File: config.mk
export PLATFORM = sky130hd
export DESIGN_NAME = lfsr_cbf_array
export DESIGN_NICKNAME = d
export VERILOG_FILES = /design/src/rtl/lfsr_cbf_pkg.sv /design/src/rtl/lfsr_cbf_cell.sv /design/src/rtl/lfsr_cbf_part.sv /design/src/rtl/lfsr_cbf_array.sv
export SDC_FILE = /design/constraint.sdc
export NUM_CORES = 2
export LEC_CHECK = 0
export BUFFER_PORTS_ARGS = -buffer_cell sky130_fd_sc_hd__buf_2
export CORE_MARGIN = 2
export CORE_UTILIZATION = 30
export DETAILED_ROUTE_END_ITERATION = 8
export GPL_TIMING_DRIVEN = 0
export PLACE_DENSITY = 0.56
export SLEW_MARGIN = 10
export SYNTH_ARGS = -nofsm -noshare
export SYNTH_HDL_FRONTEND = slang
export SYNTH_SLANG_ARGS = --single-unit
File: constraint.sdc
create_clock -name clk -period 19.52 [get_ports clk]
set_clock_uncertainty 0.1 [all_clocks]
set_input_delay 0 -clock clk [delete_from_list [all_inputs] [get_ports clk]]
set_output_delay 0 -clock clk [all_outputs]
set_load 0.02 [all_outputs]
File: src/rtl/lfsr_cbf_pkg.sv
package lfsr_cbf_pkg;
  localparam int CNT_W = 8;
  localparam logic [CNT_W-1:0] TAP_MASK = 8'hB8;
  localparam logic [CNT_W-1:0] ZERO_ST = '0;

  typedef enum logic [1:0] {
    OP_IDLE  = 2'b00,
    OP_INC   = 2'b01,
    OP_DEC   = 2'b10,
    OP_PROBE = 2'b11
  } cbf_op_e;

  // one forward step: Galois right shift, tapped bits XNOR feedback
  function automatic logic [CNT_W-1:0] lfsr_fwd(input logic [CNT_W-1:0] s);
    logic [CNT_W-1:0] n;
    n[CNT_W-1] = s[0];
    for (int i = 0; i < CNT_W-1; i++)
      n[i] = TAP_MASK[i] ? ~(s[i+1] ^ s[0]) : s[i+1];
    return n;
  endfunction

  // one backward step: reciprocal left shift, exact inverse of lfsr_fwd
  function automatic logic [CNT_W-1:0] lfsr_rev(input logic [CNT_W-1:0] s);
    logic [CNT_W-1:0] n;
    n[0] = s[CNT_W-1];
    for (int i = 0; i < CNT_W-1; i++)
      n[i+1] = TAP_MASK[i] ? ~(s[i] ^ s[CNT_W-1]) : s[i];
    return n;
  endfunction

  // state one step before wrapping back to zero: highest count
  localparam logic [CNT_W-1:0] TOP_ST = lfsr_rev(ZERO_ST);
endpackage

File: src/rtl/lfsr_cbf_cell.sv
module lfsr_cbf_cell
  import lfsr_cbf_pkg::*;
(
  input  logic clk,
  input  logic rst_n,
  input  logic step_en,
  input  logic dir_up,
  output logic cnt_zero
);
  logic [CNT_W-1:0] cnt_q, cnt_d, up_v, dn_v, shift_v;
  logic             blocked;

  always_comb begin
    up_v = lfsr_fwd(cnt_q);
    dn_v = lfsr_rev(cnt_q);
  end

  // per-bit direction multiplexer
  for (genvar b = 0; b < CNT_W; b++) begin : g_dir_mux
    assign shift_v[b] = dir_up ? up_v[b] : dn_v[b];
  end

  always_comb begin
    blocked = dir_up ? (cnt_q == TOP_ST) : (cnt_q == ZERO_ST);
    cnt_d   = cnt_q;
    if (!blocked) cnt_d = shift_v;
  end

  always_ff @(posedge clk or negedge rst_n) begin
    if (!rst_n)       cnt_q <= ZERO_ST;
    else if (step_en) cnt_q <= cnt_d;
  end

  assign cnt_zero = (cnt_q == ZERO_ST);


  illegal_state_chk: assert property (@(posedge clk) disable iff (!rst_n)
    cnt_q != '1);

  dec_floor_chk: assert property (@(posedge clk) disable iff (!rst_n)
    (step_en && !dir_up && cnt_zero) |=> cnt_zero);

  inc_ceiling_chk: assert property (@(posedge clk) disable iff (!rst_n)
    (step_en && dir_up && cnt_q == TOP_ST) |=> (cnt_q == TOP_ST));

  idle_hold_chk: assert property (@(posedge clk) disable iff (!rst_n)
    !step_en |=> $stable(cnt_q));

  step_moves_chk: assert property (@(posedge clk) disable iff (!rst_n)
    (step_en && dir_up && cnt_zero) |=> !cnt_zero);
endmodule

File: src/rtl/lfsr_cbf_part.sv
module lfsr_cbf_part #(
  parameter int ROW_W = 4
) (
  input  logic             clk,
  input  logic             rst_n,
  input  logic             part_hit,
  input  logic             step_req,
  input  logic             dir_up,
  input  logic [ROW_W-1:0] row_sel,
  output logic             loc_zero
);
  localparam int ROWS = 1 << ROW_W;

  logic [ROWS-1:0] row_hit, row_zero;

  // local decode
  always_comb begin
    row_hit          = '0;
    row_hit[row_sel] = part_hit;
  end

  for (genvar r = 0; r < ROWS; r++) begin : g_row
    lfsr_cbf_cell u_cell (
      .clk      (clk),
      .rst_n    (rst_n),
      .step_en  (row_hit[r] & step_req),
      .dir_up   (dir_up),
      .cnt_zero (row_zero[r])
    );
  end

  // shared local zero line
  assign loc_zero = row_zero[row_sel];


  row_decode_chk: assert property (@(posedge clk) disable iff (!rst_n)
    $onehot0(row_hit));
endmodule

File: src/rtl/lfsr_cbf_array.sv
module lfsr_cbf_array
  import lfsr_cbf_pkg::*;
#(
  parameter int ADDR_W = 6,
  parameter int PART_W = 2
) (
  input  logic              clk,
  input  logic              rst_n,
  input  logic [1:0]        op_sel,
  input  logic [ADDR_W-1:0] addr,
  output logic              is_zero
);
  localparam int ROW_W = ADDR_W - PART_W;
  localparam int NPART = 1 << PART_W;

  logic              rst_meta, rst_n_int;
  cbf_op_e           op;
  logic              step_req, dir_up, zero_d, zero_mux;
  logic [PART_W-1:0] part_idx;
  logic [ROW_W-1:0]  row_idx;
  logic [NPART-1:0]  part_hit, part_zero;

  // reset: asynchronous assert, synchronous release
  always_ff @(posedge clk or negedge rst_n) begin
    if (!rst_n) begin
      rst_meta  <= 1'b0;
      rst_n_int <= 1'b0;
    end else begin
      rst_meta  <= 1'b1;
      rst_n_int <= rst_meta;
    end
  end

  assign op       = cbf_op_e'(op_sel);
  assign step_req = (op == OP_INC) || (op == OP_DEC);
  assign dir_up   = (op == OP_INC);
  assign part_idx = addr[ADDR_W-1 -: PART_W];
  assign row_idx  = addr[ROW_W-1:0];

  // global decode
  always_comb begin
    part_hit           = '0;
    part_hit[part_idx] = 1'b1;
  end

  for (genvar p = 0; p < NPART; p++) begin : g_part
    lfsr_cbf_part #(.ROW_W(ROW_W)) u_part (
      .clk      (clk),
      .rst_n    (rst_n_int),
      .part_hit (part_hit[p]),
      .step_req (step_req),
      .dir_up   (dir_up),
      .row_sel  (row_idx),
      .loc_zero (part_zero[p])
    );
  end

  // output multiplexer and result register
  assign zero_mux = part_zero[part_idx];

  always_comb begin
    zero_d = is_zero;
    if (op == OP_PROBE) zero_d = zero_mux;
  end

  always_ff @(posedge clk or negedge rst_n_int) begin
    if (!rst_n_int) is_zero <= 1'b1;
    else            is_zero <= zero_d;
  end


  flag_hold_chk: assert property (@(posedge clk) disable iff (!rst_n_int)
    (op != OP_PROBE) |=> $stable(is_zero));

  part_decode_chk: assert property (@(posedge clk) disable iff (!rst_n_int)
    $onehot0(part_hit));

  probe_result_chk: assert property (@(posedge clk) disable iff (!rst_n_int)
    (op == OP_PROBE) |=> (is_zero == $past(zero_mux)));
endmodule

==> summary.txt <==
Placed design
  – Hpwl dp: 67.2 mm
  – Placer Congestion: 0.891
  – Port bufs: 9

Die
  – Die height: 327 µm
  – DIE AREA: 107,000 µm²
  – I/O pin count: 11
  – Core area: 104,000 µm²
  – Num rows: 118
  – Die X: 327 µm
  – Starting Density: 0.303

Detailed routing
  – Detailed-route DRC error count: 0
  – Initial DRC count: 2,529
  – Routed WL: 100 mm
  – Detailed-route via count: 27,700
  – DR pass1 iterations: 5
  – Avg Vias per Cell: 5.23
  – Drt wl/cell: 18.9 µm
  – Antenna viol nets, final: 0

STA
  – Highest Clock Rate: 221 MHz
  – Worst Tran Pin Value: 1.42 ns
  – Final slew viol count: 0
  – Unrepaired setup endpoints after global routing: no
  – Final Hold Viols: 0
  – Final period utilization: 0.232
  – Max-slew headroom: 0.0513
  – Final setup violation count: 0
  – WHS: 0.0831 ns
  – Fin crit period: 4.53 ns

Global routing
  – GRT Total Usage: 0.183
  – GRT met3 Usage: 0.0208
  – Antenna violations before repair: 3
  – Number of global-route vias before repair: 25,800
  – Largest net degree at the start of global routing: 57
  – First-pass GRT wire length: 156 mm
  – Overflow after GRT: 0
  – Most utilized layer in the global route result: met2
  – Met1 Track Usage GR: 0.263
  – Met2 Use GR: 0.283

CTS
  – Bufs on Longest Clock Path: 3
  – Clock latency at the later pin of the worst-skew pair: 0.62 ns
  – Setup Fix Bufs, Post-CTS: 0
  – Root Driver: clkbuf_16
  – CTS tree: yes
  – PostCTS Resize Cnt: 0
  – Worst-path clk slew: 0.06 ns
  – H-tree lvl count: 3
  – TritonCTS sink count: 515
  – CTS Buf Count: 66

Worst setup path
  – CP Capture Type: register
  – Critical Path Most Common Cell: dlygate4sd3_1
  – Worst endpoint required time: 19.98 ns
  – Flop2flop setup slack: 15.83 ns
  – CP Class: input pin to register
  – Worst Path Max Fanout: 10
  – CP Data Arrival Time: 4.99 ns
  – Worst-path cell chain: dlygate4sd3_1 > buf_2 > buf_4 > buf_2 > clkbuf_1 > nor2_1 > o31a_1 > o21ai_0 > o2111ai_1 > a21o_1 > dlygate4sd3_1 > o2111ai_1 > dlygate4sd3_1
  – CP peak stage delay: 0.98 ns
  – Slowest CP cell: clkbuf_1
  – CP startpoint kind: input pin

Hold path
  – Worst hold path type: input pin to register

Synthesis
  – Mapped Area: 31,400 µm²
  – Post-synthesis sequential area ratio: 0.411
  – Yosys reg bits: 515
  – Post-synth top flop: dfrtp_1
  – Syn nets: 3,772
  – Syn_area_per_cell: 8.35 µm²
  – Async SR Flop Fraction: 1.00
  – Count of different cell masters after synthesis: 63
  – Warning count from the yosys run: 0
  – Synthesized instance count: 3,760
  – Number of flops mapped to enable cells by yosys: 0

Cells and area
  – Final-stage net count: 3,873
  – Utilization after layout: 0.345
  – Synth-to-Final Area Change: 13.8%
  – Share of cells above drive strength 1: 0.0704

Power and ir drop
  – Max VDD drop: 0.0000717 V
  – Power density over the cells: 121 nW/µm²
  – Leak: 0.0153 µW

Flow run
  – Max-cap violations: 0

Status
  – Status: completed
## registers in the layout, indices dropped and copies added (netlist names)
name                              cells
g_part.u_part.g_row.u_cell.cnt_q    512
is_zero                               1
rst_meta                              1
rst_n_int                             1
## per-stage QoR
stage | power [µW] | setup slack (ns) | setup TNS [ns] | instance area [µm²] | cells
after global routing | 4620 | 15.06 | 0 | 35700 | 5288
after global placement | 3060 | -3.36 | -1677.84 | 33200 | 5149
after floorplan | 2750 | 4.00 | 0 | 31400 | 3760
final | 4310 | 14.99 | 0 | 35700 | 5289
after detailed placement | 3080 | 15.75 | 0 | 33500 | 5165
after CTS | 4320 | 15.25 | 0 | 35700 | 5288
## cell type report
cell class | count | area [µm²]
repair buffers | 33 | 458
clock inverters | 12 | 120
diodes | 1 | 2.50
clock buffers | 103 | 1990
well taps | 1380 | 1730
plain buffers | 349 | 1470
multi-input cells | 2881 | 17000
inverters | 15 | 56.3
fillers | 10800 | 67900
flip-flops and latches | 515 | 12900
## kinds of logic (layout without fill, tap and decap cells)
group | count (synthesis) | in the layout | synth area share
flip-flops | 515 | 515 | 0.411
buffers and inverters | 364 | 512 | 0.0485
XOR/XNOR | 364 | 364 | 0.102
other | 1 | 2 | 0.000119
AO/OA/AOI/OAI | 942 | 942 | 0.163
multiplexers | 282 | 282 | 0.0910
adder cells (fa/ha/maj) | 2 | 2 | 0.000797
AND/OR/NAND/NOR | 1290 | 1290 | 0.184
## cell usage after synthesis, types with 8 or more instances
| cell | instances | area [µm²] |
|---|---|---|
| a31oi_1 | 66 | 413 |
| buf_2 | 73 | 365 |
| and4_1 | 18 | 158 |
| or4_1 | 24 | 180 |
| nor4_1 | 70 | 438 |
| inv_1 | 15 | 56.3 |
| a21o_1 | 30 | 225 |
| mux2i_1 | 254 | 2540 |
| o21ai_0 | 146 | 731 |
| nor4b_1 | 14 | 123 |
| nor3_1 | 81 | 405 |
| and3_1 | 21 | 131 |
| a21oi_1 | 633 | 3170 |
| nand2_1 | 243 | 912 |
| nand3_1 | 37 | 185 |
| xnor2_1 | 172 | 1510 |
| clkbuf_1 | 235 | 882 |
| nor2_1 | 684 | 2570 |
| buf_4 | 8 | 60.1 |
| nand4_1 | 55 | 344 |
| o211ai_1 | 12 | 90.1 |
| buf_1 | 25 | 93.8 |
| or3_1 | 13 | 81.3 |
| xor2_1 | 192 | 1680 |
| a31o_2 | 15 | 131 |
| dfrtp_1 | 514 | 12900 |
| mux2_2 | 25 | 282 |
## per-layer routing
metal | vias up | part of all wire
li1 | 13300 | -
met1 | 13500 | 0.47
met2 | 757 | 0.44
met3 | 170 | 0.055
met4 | 2 | 0.034
met5 | - | 0.00013
## where the power goes
part	switching, µW	internal, µW
clock	489	726
combinational	835	634
sequential	289	1340
total	1610	2700
## critical path: cells and delay by family
kind	cells	cell delay (ns)
AND/OR/NAND/NOR	1	0.47
AO/OA/AOI/OAI	5	1.05
buffers and inverters	7	3.46
## placed cells by master (no fill, tap or decap), types with 30 or more instances in the layout
cell type / instances
a31oi_1: 66
nand2_1: 243
nand4_1: 55
xor2_1: 192
clkbuf_1: 252
nor2_1: 679
nand3_1: 37
mux2i_1: 254
xnor2_1: 172
a21o_1: 30
nor3_1: 80
clkbuf_16: 69
o21ai_0: 146
dfrtp_1: 513
nor4_1: 70
a21oi_1: 633
buf_2: 82
## final timing paths
check / cells past startpoint / start / end
hold reg to reg: 0 / rst_n_int / g_part[2].u_part.g_row[11].u_cell.cnt_q[1]
hold / removal: 5 / addr[3] / g_part[2].u_part.g_row[8].u_cell.cnt_q[5]
max in group asynchronous: 3 / rst_n_int / g_part[0].u_part.g_row[6].u_cell.cnt_q[0]
setup / recovery: 13 / addr[1] / is_zero
setup reg to reg: 9 / g_part[1].u_part.g_row[9].u_cell.cnt_q[7] / is_zero
min in group asynchronous: 3 / rst_n / rst_n_int
## what timing repair did
item                                    CTS  global route
hold buffers                              8             0
endpoints found under the setup margin    0             0
endpoints found under the hold margin    30             0
Note: power is estimated with default switching activity, not from simulation.
